<file path="src/rtl/hzt_pkg.sv">
package hzt_pkg;
  localparam int unsigned HZT_CW_DEF   = 8;
  localparam int unsigned HZT_SYNC_DEF = 4;

  typedef struct packed {
    logic hsync;
    logic hdisp;
    logic line_start;
  } hzt_out_t;
endpackage

</file>
<file path="src/rtl/hzt_reload_ctr.sv">
module hzt_reload_ctr #(
  parameter int unsigned W = 8
) (
  input  logic         clk,
  input  logic         rst_n,
  input  logic         step,
  input  logic         load,
  input  logic [W-1:0] load_val,
  output logic [W-1:0] count,
  output logic         nonzero
);
  logic [W-1:0] cnt_q, cnt_d;

  always_comb begin
    cnt_d = cnt_q;
    if (step) begin
      if (load)                cnt_d = load_val;
      else if (cnt_q != '0)    cnt_d = cnt_q - 1'b1;
    end
  end

  always_ff @(posedge clk or negedge rst_n) begin
    if (!rst_n) cnt_q <= '0;
    else        cnt_q <= cnt_d;
  end

  assign count   = cnt_q;
  assign nonzero = (cnt_q != '0);
endmodule

</file>
<file path="src/rtl/chr_hsync_gen.sv">
module chr_hsync_gen
  import hzt_pkg::*;
#(
  parameter int unsigned CW        = HZT_CW_DEF,
  parameter int unsigned SYNC_BITS = HZT_SYNC_DEF
) (
  input  logic          clk,
  input  logic          rst_n,
  input  logic          char_en,
  input  logic [CW-1:0] cfg_total,
  input  logic [CW-1:0] cfg_sync_pos,
  input  logic [CW-1:0] cfg_disp_cnt,
  input  logic [CW-1:0] cfg_sync_wid,
  output logic          hsync,
  output logic          hdisp,
  output logic          line_start
);
  logic [CW-1:0]        tot_q, dsp_q, sh_pos, sh_disp, sh_pos_d, sh_disp_d;
  logic [SYNC_BITS-1:0] syn_q;
  logic                 tot_nz, syn_nz, dsp_nz;
  logic                 reload, disp_hit, ls_d, ls_q;
  hzt_out_t             outs;
  logic                 unused_wid;

  assign unused_wid = ^cfg_sync_wid[CW-1:SYNC_BITS];

  assign reload   = char_en & ~tot_nz;
  assign disp_hit = (tot_q == sh_pos);

  hzt_reload_ctr #(.W(CW)) u_total (
    .clk(clk), .rst_n(rst_n), .step(char_en), .load(~tot_nz),
    .load_val(cfg_total), .count(tot_q), .nonzero(tot_nz));

  hzt_reload_ctr #(.W(SYNC_BITS)) u_sync (
    .clk(clk), .rst_n(rst_n), .step(char_en), .load(~tot_nz),
    .load_val(cfg_sync_wid[SYNC_BITS-1:0]), .count(syn_q), .nonzero(syn_nz));

  hzt_reload_ctr #(.W(CW)) u_disp (
    .clk(clk), .rst_n(rst_n), .step(char_en), .load(disp_hit),
    .load_val(sh_disp), .count(dsp_q), .nonzero(dsp_nz));

  always_comb begin
    sh_pos_d  = sh_pos;
    sh_disp_d = sh_disp;
    ls_d      = reload;
    if (reload) begin
      sh_pos_d  = cfg_sync_pos;
      sh_disp_d = cfg_disp_cnt;
    end
  end

  always_ff @(posedge clk or negedge rst_n) begin
    if (!rst_n) begin
      sh_pos  <= '0;
      sh_disp <= '0;
      ls_q    <= 1'b0;
    end else begin
      sh_pos  <= sh_pos_d;
      sh_disp <= sh_disp_d;
      ls_q    <= ls_d;
    end
  end

  always_comb begin
    outs.hsync      = syn_nz;
    outs.hdisp      = dsp_nz;
    outs.line_start = ls_q;
  end

  assign hsync      = outs.hsync;
  assign hdisp      = outs.hdisp;
  assign line_start = outs.line_start;
endmodule

</file>
<file path="config.mk">
export PLATFORM = sky130hd
export DESIGN_NAME = chr_hsync_gen
export DESIGN_NICKNAME = d
export VERILOG_FILES = /design/src/rtl/hzt_pkg.sv /design/src/rtl/hzt_reload_ctr.sv /design/src/rtl/chr_hsync_gen.sv
export SDC_FILE = /design/constraint.sdc
export NUM_CORES = 1
export LEC_CHECK = 0
export CORE_AREA = 2 2 67 69
export CTS_CLUSTER_DIAMETER = 60
export DETAILED_ROUTE_END_ITERATION = 10
export DIE_AREA = 0 0 69 71
export PLACE_DENSITY_LB_ADDON = 0.15
export SLEW_MARGIN = 5
export SYNTH_ARGS = -nofsm -noshare
export SYNTH_HDL_FRONTEND = slang
export SYNTH_SLANG_ARGS = --single-unit
</file>
<file path="constraint.sdc">
create_clock -name clk -period 2.2 [get_ports clk]
set_input_delay 0.44 -clock clk [delete_from_list [all_inputs] [get_ports clk]]
set_output_delay 0.44 -clock clk [all_outputs]
set_load 0.03 [all_outputs]
</file>
# == Word-level counts from Yosys, hierarchy flattened ==
# Index checks and enable logic that the tools add are counted.
# op_classes
n_addsub,3
bitwise_logic,2
n_reduce_logical,6
eq_ne,2
muxes,5
# ops
cell,n
$mux 8,3
$reduce_bool 8->1,2
$sub 8x1->8 const B,2
$eq 8x8->1,1
$mux 4,2
$reduce_and 2->1,2
$reduce_bool 4->1,1
$sub 4x1->4 const B,1
$ne 2x2->1 const B,1
$reduce_bool 2->1,1
$and 1x1->1,1
$not 1->1,1
# totals
ff_bits,37
inputBits,35
elab_cells,24
output_inout_bits,3

# == Longest topological paths before layout ==
# Gate-level depths: netlist of the first run.
# depth
ltp_word,3
depth_mapped,7
mapped_depth_nobuf,6

# == By module ==
# From an unflattened synthesis of the first run, not the netlist that was laid out.
# unflattened
cells_unflattened,221
area_unflattened_um2,2269.7
# modules_own_cells
mod,seq_area_each_um2,cells_each,n_inst,area_each_um2
hzt_reload_ctr at u_disp ...,200.2,70,2,596.8
chr_hsync_gen,425.4,48,1,758.2
hzt_reload_ctr at u_sync,100.1,33,1,317.8

# == Worst setup path before layout of the first run ==
# No wires, ideal clock.
# synth_path
path_kind,register to register
from,"register u_total.cnt_q[0], in the netlist u_total.count[0]"
to,register sh_disp[5]
synth_period_minus_slack_ps,1807
arrival_ps,1679
t_required_ps,2073
path_stages_with_launch,7
setup_slack_ps,393
path_cell_list,dfrtp_1 inv_1 ha_1 nand2b_1 nor3b_4 buf_6 mux2_1
# synth_between
elab_chain_len,3
# synth_rtl
item,line,source
from (decl),hzt_reload_ctr.sv:12,"logic [W-1:0] cnt_q, cnt_d;"
from (signal assigned),hzt_reload_ctr.sv:24,else cnt_q <= cnt_d;
$reduce_bool 8->1,hzt_reload_ctr.sv:28,assign nonzero = (cnt_q != '0);
$not 1->1,--,
$and 1x1->1,chr_hsync_gen.sv:27,assign reload = char_en & ~tot_nz;
net ls_d,chr_hsync_gen.sv:21,"logic reload, disp_hit, ls_d, ls_q;"
to (signal assigned),chr_hsync_gen.sv:59,sh_disp <= sh_disp_d;
to (decl),chr_hsync_gen.sv:18,"logic [CW-1:0] tot_q, dsp_q, sh_pos, sh_disp, sh_pos_d, sh_disp_d;"
# The timed path passes the listed nets, and every way through them passes these cells.
# A chain may end at the register's enable or synchronous reset.

# == Worst setup path in the final report of the first run ==
# layout_path
from,"register u_sync.cnt_q[0], in the netlist u_sync.count[0]"
to,output hsync
# layout_between
elab_chain_len,1
# layout_rtl
item,line,source
from (decl),hzt_reload_ctr.sv:12,
from (signal assigned),hzt_reload_ctr.sv:24,
$reduce_bool 4->1,hzt_reload_ctr.sv:28,
to (decl),chr_hsync_gen.sv:14,"output logic hsync,"
# No other way between the ends.

==> impl_metrics.env, run 1 <==
export IMPL_fin_tns_setup_ns=0
export IMPL_synth_ff_type="dfrtp_1"
export IMPL_grt_usage_pct=21.0
export IMPL_numCtsBuffers=5
export IMPL_ctsLongestPathBuffers=2
export IMPL_cpPeakStageDelay_ns=0.41
export IMPL_post_route_drc_count=0
export IMPL_grt_pass1_vias=1782
export IMPL_htree_levels=2
export IMPL_wl_per_cell_um=16.9
export IMPL_path_common_cell="inv_1"
export IMPL_first_iter_violations=87
export IMPL_dieHeight_um=71
export IMPL_status="complete, no violations"
export IMPL_ios=38
export IMPL_rows=24
export IMPL_worstPathArrival_ns=1.62
export IMPL_crit_buf_inv=3
export IMPL_dpl_cell_count=283
export IMPL_synth_distinct_cells=46
export IMPL_async_flop_share_pct=100
export IMPL_place_congestion=0.830
export IMPL_hold_violations=0
export IMPL_post_route_period_util_pct=93.5
export IMPL_timing_max_cap_violations=0
export IMPL_setup_viol=0
export IMPL_timing_hold_ws_ns=0.504
export IMPL_ys_seq_area_share_pct=44.4
export IMPL_critPathKind="reg2out"
export IMPL_ctsHoldBuffers=0
export IMPL_period_minus_slack_ns=2.06
export IMPL_maxSlewViolCount=0
export IMPL_fp_dieW_um=69
export IMPL_cts_setup_buffers=0
export IMPL_coreArea_um2=4200
export IMPL_ys_warn_count=0
export IMPL_synth_edf_count=0
export IMPL_diodes=0
export IMPL_synthCells=200
export IMPL_fin_ws_ns=0.143
export IMPL_leakage_nw=1.08
export IMPL_dpl_cell_area_um2=2510
export IMPL_firstDrtPassIters=4
export IMPL_required_ns=1.76
export IMPL_vias_per_cell=6.10
export IMPL_postRouteAntennaNets=0
export IMPL_postLayoutCellArea_um2=2640
export IMPL_overflow=0
export IMPL_io_buffers=33
export IMPL_fin_cells=291
export IMPL_critPathMaxFanout=4
export IMPL_skew_ns=0.00759
export IMPL_cts_tree="done"
export IMPL_path_clk_slew_ns=0.08
export IMPL_clock_latency_ns=0.29
export IMPL_startpoint_type="register"
export IMPL_cts_root_buf="clkbuf_8"
export IMPL_postSynthAreaPerCell_um2=10.4
export IMPL_final_nets=278
export IMPL_endpoint_kind="output port"
export IMPL_routed_wl_um=4930
export IMPL_dp_worst_setup_slack_ns=0.00145
export IMPL_die_area_um2=4900
export IMPL_via_count=1776
export IMPL_syn_nets=240
export IMPL_crit_family="buffers and inverters"
export IMPL_clock_fmax_ghz=0.486
export IMPL_fillers=360
export IMPL_peakVddDrop_mv=0.674
export IMPL_syn_area_um2=2090
export IMPL_start_util_pct=49.6
export IMPL_crit_chain="inv_1 > ha_1 > nor3b_4 > inv_1 > dlygate4sd2_1"
export IMPL_grt_pass1_wl_um=8340
export IMPL_power_density_nw_per_um2=1090
export IMPL_hold_class="reg2reg"
export IMPL_drive_gt1_share_pct=14.2
export IMPL_ys_ff_latch=37
export IMPL_grt_max_degree=38
export IMPL_rsz0062_at_grt="false"
export IMPL_dp_hpwl_um=3470
export IMPL_tightest_slew_ns=0.568
export IMPL_grt_antenna_before_repair=0
export IMPL_crit_slowest_cell="dfrtp_1"
export IMPL_relSlewSlack_pct=61.2
export IMPL_syn2layout_area_growth_pct=26.3
export IMPL_clock_sinks=37
==> registers in the layout (all words and copies together) (netlist names) <==
signal,cells
sh_disp,8
sh_pos,8
u_disp.count,8
u_total.count,8
u_sync.count,4
line_start,1
==> kinds of logic after synthesis <==
family,after synthesis,share of synthesized area (%)
AND/OR/NAND/NOR,54,16.5
AO/OA/AOI/OAI,51,17.3
flip-flops,37,44.4
buffers and inverters,25,4.86
multiplexers,20,10.6
XOR/XNOR,8,3.36
adder cells (fa/ha/maj),5,3.00
==> routing by layer <==
metal	GRT usage, %	routed length [um]
met5	0	0
met4	9.37	146
met3	5.56	300
met2	33.5	2380
met1	27.1	2100
==> metrics by stage <==
stage / util (%) / power (mW)
2_1_floorplan: - / 1.90
3_3_place_gp: 59.6 / 2.15
3_5_place_dp: 59.6 / 2.24
4_1_cts: 62.5 / 2.86
5_1_grt: 62.7 / 3.05
6_report: 62.7 / 2.87
==> final timing paths <==
kind	start	endpoint	slack, ns	depth (start not counted)
setup / recovery	u_sync.count[0]$_DFFE_PN0P_	hsync	0.14	5
setup reg to reg	u_disp.count[0]$_DFFE_PN0P_	u_disp.count[4]$_DFFE_PN0P_	0.18	6
max in group asynchronous	rst_n	u_disp.count[7]$_DFFE_PN0P_	1.30	2
hold / removal	sh_disp[5]$_DFFE_PN0P_	sh_disp[5]$_DFFE_PN0P_	0.50	1
min in group asynchronous	rst_n	u_disp.count[4]$_DFFE_PN0P_	0.57	2
hold reg to reg	sh_disp[5]$_DFFE_PN0P_	sh_disp[5]$_DFFE_PN0P_	0.50	1
==> where the power goes <==
group	switching (mW)	total [mW]	internal, mW
sequential	0.315	1.26	0.948
clock	0.245	0.615	0.370
combinational	0.462	0.992	0.530
total	1.02	2.87	1.85
==> cell usage in the layout, fill, tap and decap left out, types with 3 or more instances in the layout <==
cell type,n
dfrtp_1,37
nand4_1,3
nand2_1,14
inv_1,15
ha_1,5
a21oi_1,7
nor3_1,6
o221ai_1,7
or3_1,3
o22ai_1,8
mux2_1,9
nor2_1,3
a2111oi_0,3
or4_1,3
a2bb2oi_1,3
xnor2_1,8
o2bb2ai_1,3
mux2i_1,3
buf_4,8
nand2b_1,3
o21ai_0,7
mux2_2,8
clkdlybuf4s50_1,31
clkbuf_8,6
==> synth_stat cells (3+ instances only) <==
master | instances | share of area, %
dfrtp_1 | 37 | 44
inv_1 | 15 | 2.7
nand2_1 | 15 | 2.7
clkbuf_1 | 9 | 1.6
mux2_1 | 9 | 4.9
mux2_2 | 8 | 4.3
o22ai_1 | 8 | 2.4
xnor2_1 | 8 | 3.4
a21oi_1 | 7 | 1.7
o21ai_0 | 7 | 1.7
o221ai_1 | 7 | 2.9
nor3_1 | 6 | 1.4
ha_1 | 5 | 3.0
a2111oi_0 | 3 | 1.3
a2bb2oi_1 | 3 | 1.3
mux2i_1 | 3 | 1.4
nand2b_1 | 3 | 0.90
nand4_1 | 3 | 0.90
nor2_1 | 3 | 0.54
o2bb2ai_1 | 3 | 1.3
or3_1 | 3 | 0.90
or4_1 | 3 | 1.1
==> cell type report <==
| class | count | area (um^2) | area share, % |
|---|---|---|---|
| Clock buffer | 7 | 86.3 | 3.28 |
| Clock inverter | 1 | 30.0 | 1.14 |
| Inverter | 15 | 56.3 | 2.14 |
| Multi-Input combinational cell | 138 | 1070 | 40.7 |
| Sequential cell | 37 | 926 | 35.1 |
| Tap cell | 52 | 65.1 | 2.47 |
| Timing Repair Buffer | 41 | 399 | 15.1 |
==> worst register-to-register path, stage by stage (launching register included) <==
cell,delay [ns]
dfrtp_1,0.43
inv_1,0.13
ha_1,0.22
or3b_2,0.51
a2111oi_0,0.44
o22ai_1,0.12
o221ai_1,0.09
==> timing repair <==
item / CTS / global route
endpoints found under the setup margin: 1 / 4
pin swaps: 0 / 0
gates resized for setup: 2 / 2
(Power assumes the default switching activity.)
==> run 2, diff against run 1 <==
- CORE_AREA: 2 2 67 69 -> 2 2 68 70
- DIE_AREA: 0 0 69 71 -> 0 0 70 72
==> impl_metrics.env, run 2 (synthesis results as in run 1) <==
export IMPL_vias_per_cell=5.90
export IMPL_grt_max_degree=38
export IMPL_htree_levels=2
export IMPL_firstDrtPassIters=4
export IMPL_drive_gt1_share_pct=13.4
export IMPL_power_density_nw_per_um2=1040
export IMPL_dp_hpwl_um=3480
export IMPL_grt_pass1_wl_um=8190
export IMPL_postLayoutCellArea_um2=2590
export IMPL_dp_worst_setup_slack_ns=-0.0709
export IMPL_postRouteAntennaNets=0
export IMPL_hold_class="reg2reg"
export IMPL_timing_hold_ws_ns=0.510
export IMPL_critPathMaxFanout=4
export IMPL_grt_pass1_vias=1727
export IMPL_first_iter_violations=81
export IMPL_critPathKind="reg2out"
export IMPL_fin_tns_setup_ns=0
export IMPL_clock_sinks=37
export IMPL_path_clk_slew_ns=0.08
export IMPL_hold_violations=0
export IMPL_ctsLongestPathBuffers=2
export IMPL_endpoint_kind="output port"
export IMPL_timing_max_cap_violations=0
export IMPL_peakVddDrop_mv=0.567
export IMPL_numCtsBuffers=5
export IMPL_crit_chain="inv_1 > ha_1 > nor3b_4 > inv_1 > dlygate4sd2_1"
export IMPL_period_minus_slack_ns=2.07
export IMPL_coreArea_um2=4260
export IMPL_maxSlewViolCount=0
export IMPL_ios=38
export IMPL_cpPeakStageDelay_ns=0.42
export IMPL_post_route_period_util_pct=94.2
export IMPL_tightest_slew_ns=0.467
export IMPL_diodes=0
export IMPL_required_ns=1.76
export IMPL_fin_ws_ns=0.127
export IMPL_clock_fmax_ghz=0.482
export IMPL_setup_viol=0
export IMPL_syn2layout_area_growth_pct=24.2
export IMPL_ctsHoldBuffers=0
export IMPL_crit_slowest_cell="dfrtp_1"
export IMPL_leakage_nw=1.06
export IMPL_cts_tree="done"
export IMPL_fp_dieW_um=70
export IMPL_fin_cells=290
export IMPL_post_route_drc_count=0
export IMPL_cts_resized=2
export IMPL_final_cell_mix="37 x dfrtp_1, 31 x clkdlybuf4s50_1, 15 x inv_1, 15 x nand2_1, 9 x mux2_1"
export IMPL_overflow=0
export IMPL_cts_setup_buffers=0
export IMPL_worstPathArrival_ns=1.63
export IMPL_place_congestion=0.853
export IMPL_path_common_cell="inv_1"
export IMPL_dieHeight_um=72
export IMPL_via_count=1711
export IMPL_final_nets=277
export IMPL_rsz0062_at_grt="false"
export IMPL_startpoint_type="register"
export IMPL_routed_wl_um=4770
export IMPL_dpl_cell_count=282
export IMPL_status="complete, no violations"
export IMPL_dpl_cell_area_um2=2500
export IMPL_fin_util_pct=60.8
export IMPL_rows=24
export IMPL_wl_per_cell_um=16.4
export IMPL_cts_root_buf="clkbuf_8"
export IMPL_grt_usage_pct=20.4
export IMPL_clock_latency_ns=0.29
export IMPL_grt_antenna_before_repair=0
export IMPL_skew_ns=0.00902
export IMPL_relSlewSlack_pct=68.8
export IMPL_p_total_mw=2.70
export IMPL_start_util_pct=48.9
export IMPL_die_area_um2=5040
export IMPL_io_buffers=33
export IMPL_layout_commonest_cell="dfrtp_1"
-- run 2: final timing paths --
kind | start | end | slack (ns) | cells after the start
worst max-delay path | u_sync.count[0]$_DFFE_PN0P_ | hsync | 0.13 | 5
worst min-delay path | sh_disp[6]$_DFFE_PN0P_ | sh_disp[6]$_DFFE_PN0P_ | 0.51 | 1
worst max register to register | u_total.count[0]$_DFFE_PN0P_ | u_sync.count[1]$_DFFE_PN0P_ | 0.18 | 6
worst min register to register | sh_disp[6]$_DFFE_PN0P_ | sh_disp[6]$_DFFE_PN0P_ | 0.51 | 1
max in group asynchronous | rst_n | u_total.count[7]$_DFFE_PN0P_ | 1.30 | 2
min in group asynchronous | rst_n | u_disp.count[0]$_DFFE_PN0P_ | 0.56 | 2
-- run 2: per-layer routing --
| layer | GRT usage (%) | vias to the layer above | share of wire (%) |
|---|---|---|---|
| met1 | 27.0 | 831 | 45 |
| met3 | 5.14 | 6 | 5.9 |
| li1 | - | 815 | - |
| met5 | 0 | - | 0 |
| met2 | 33.8 | 59 | 48 |
| met4 | 5.34 | 0 | 0.99 |
-- run 2: critical path: cells and delay by family, from the launching register on --
family,cells,cell delay [ns]
buffers and inverters,3,0.53
DFF,1,0.42
and+or+nand+nor,1,0.23
adders and majority gates,1,0.15
-- run 2: final cells by class --
cell class | instances | area, um^2
sequential | 37 | 926
fill | 351 | 1670
inverter | 15 | 56.3
timing repair buffer | 40 | 392
clock inverter | 2 | 10.0
tap | 52 | 65.1
clock buffer | 6 | 72.6
multi-input combinational | 138 | 1070
-- run 2: power breakdown --
group | leakage [nW] | internal (mW) | switching [mW]
Combinational | 0.582 | 0.528 | 0.453
Clock | 0.0450 | 0.220 | 0.243
Sequential | 0.437 | 0.948 | 0.309
==> run 3, diff against run 2 <==
- CORE_AREA: 2 2 68 70 -> 2 2 52 91
- CTS_CLUSTER_DIAMETER: 60 -> unset
- DIE_AREA: 0 0 70 72 -> 0 0 54 93
- DONT_BUFFER_PORTS: unset -> 1
==> impl_metrics.env, run 3 (synthesis results as in run 1) <==
export IMPL_status="complete, no violations"
export IMPL_multi_input_area_um2=1070
export IMPL_first_iter_violations=35
export IMPL_hold_class="in2reg"
export IMPL_coreArea_um2=4320
export IMPL_io_buffers=0
export IMPL_timing_max_cap_violations=0
export IMPL_wl_per_cell_um=17.6
export IMPL_leakage_nw=0.957
export IMPL_clock_latency_ns=0.29
export IMPL_place_congestion=0.784
export IMPL_maxSlewViolCount=0
export IMPL_rows=32
export IMPL_numCtsBuffers=5
export IMPL_register_area_um2=926
export IMPL_wl_met2_um=2510
export IMPL_endpoint_kind="output port"
export IMPL_layout_commonest_cell="dfrtp_1"
export IMPL_startpoint_type="register"
export IMPL_worstPathArrival_ns=1.64
export IMPL_period_minus_slack_ns=2.08
export IMPL_overflow=0
export IMPL_relSlewSlack_pct=69.8
export IMPL_ctsLongestPathBuffers=2
export IMPL_die_area_um2=5020
export IMPL_path_common_cell="buf_4"
export IMPL_dieHeight_um=93
export IMPL_critPathMaxFanout=7
export IMPL_grt_pass1_vias=1706
export IMPL_clock_sinks=37
export IMPL_hp_start="char_en"
export IMPL_syn2layout_area_growth_pct=9.90
export IMPL_grt_max_degree=38
export IMPL_power_density_nw_per_um2=1140
export IMPL_required_ns=1.76
export IMPL_start_util_pct=48.2
export IMPL_fp_dieW_um=54
export IMPL_via_count=1579
export IMPL_final_cell_mix="37 x dfrtp_1, 15 x inv_1, 15 x nand2_1"
export IMPL_hold_violations=0
export IMPL_wl_met3_um=194
export IMPL_path_clk_slew_ns=0.07
export IMPL_fillers=411
export IMPL_crit_chain="inv_1 > ha_1 > nor3b_4 > buf_4 > nand2_1 > buf_4"
export IMPL_skew_ns=0.00399
export IMPL_critPathKind="reg2out"
export IMPL_post_route_drc_count=0
export IMPL_dp_hpwl_um=3230
export IMPL_dpl_cell_count=247
export IMPL_crit_buf_inv=3
export IMPL_fin_cells=258
export IMPL_top_layer_used="met4"
export IMPL_grt_antenna_before_repair=0
export IMPL_grt_pass1_wl_um=7760
export IMPL_met1_length_um=1760
export IMPL_routed_wl_um=4530
export IMPL_peakVddDrop_mv=0.915
export IMPL_setup_viol=0
export IMPL_postRouteAntennaNets=0
export IMPL_rsz0062_at_grt="false"
export IMPL_crit_slowest_cell="dfrtp_1"
export IMPL_cts_tree="done"
export IMPL_clock_fmax_ghz=0.481
export IMPL_crit_family="buffers and inverters"
export IMPL_htree_levels=2
export IMPL_drive_gt1_share_pct=15.5
export IMPL_final_nets=247
export IMPL_ios=38
export IMPL_r2r_start="u_total.count[0]$_DFFE_PN0P_"
export IMPL_fin_tns_setup_ns=0
export IMPL_cpPeakStageDelay_ns=0.41
export IMPL_tightest_slew_ns=0.452
export IMPL_vias_per_cell=6.12
export IMPL_cts_root_buf="clkbuf_8"
export IMPL_grt_usage_pct=20.9
export IMPL_firstDrtPassIters=4
export IMPL_post_route_period_util_pct=94.4
export IMPL_critPathLaunch="u_disp.count[1]$_DFFE_PN0P_"
export IMPL_diodes=0
## run 3: cell count changes in the layout (fill, tap and decap cells not counted), sizes merged
cell	before	now
clkdlybuf4s50	31	0
clkinv	2	0
buf	8	9
clkbuf	6	7
dlygate4sd2	1	0
dlygate4sd3	0	1
## run 3: area by class of cell
class	count	share of cell area (%)
multi-input cells	138	46.7
repair buffers	10	3.93
flip-flops and latches	37	40.4
well taps	51	2.78
clock buffers	7	3.77
inverters	15	2.46
## run 3: what timing repair did
action | 4_1_cts | 5_1_grt
buffers inserted | 0 | 2
hold buffers | 2 | 0
endpoints found under the setup margin | 1 | 1
endpoints found under the hold margin | 37 | 0
resized for setup | 1 | 1
## run 3: path summary, 6_finish.rpt
path	slack [ns]	cells past startpoint	end
worst max-delay path	0.12	6	hdisp
worst min-delay path	0.24	1	u_sync.count[1]$_DFFE_PN0P_
worst max register to register	0.25	6	u_sync.count[0]$_DFFE_PN0P_
worst min register to register	0.49	1	sh_disp[6]$_DFFE_PN0P_
max in group asynchronous	1.40	2	sh_pos[3]$_DFFE_PN0P_
min in group asynchronous	0.60	2	sh_disp[2]$_DFFE_PN0P_
## run 3: report_power, final
part / switching [mW] / internal, mW
Clock: 0.230 / 0.249
Combinational: 0.413 / 0.474
Sequential: 0.299 / 0.948
Total: 0.941 / 1.67
## run 3: layer usage
| metal | GRT usage, % | up-vias |
|---|---|---|
| met1 | 23.2 | 778 |
| met4 | 7.92 | 0 |
| li1 | - | 752 |
| met5 | 0 | - |
| met3 | 4.31 | 5 |
| met2 | 37.1 | 44 |
## run 3: worst reg2reg max path, cell delays in order, from the launching register on
cell and delay (ns):
dfrtp_1 0.42, inv_1 0.11, ha_1 0.19, nor4b_2 0.37, nand2_1 0.32, a21oi_1 0.28
a2bb2oi_1 0.17
## run 3: per-stage QoR
step	total power, mW	util, %	setup WS (ns)	area, um^2	hold WS (ns)
floorplan	1.90	-	0.393	2090	0.144
global placement	2.08	49.7	0.306	2150	0.145
detailed placement	2.12	49.7	0.204	2150	0.145
CTS	2.62	52.5	0.0809	2270	0.228
global route	2.83	53.0	0.00337	2290	0.224
finish	2.61	53.0	0.123	2290	0.239
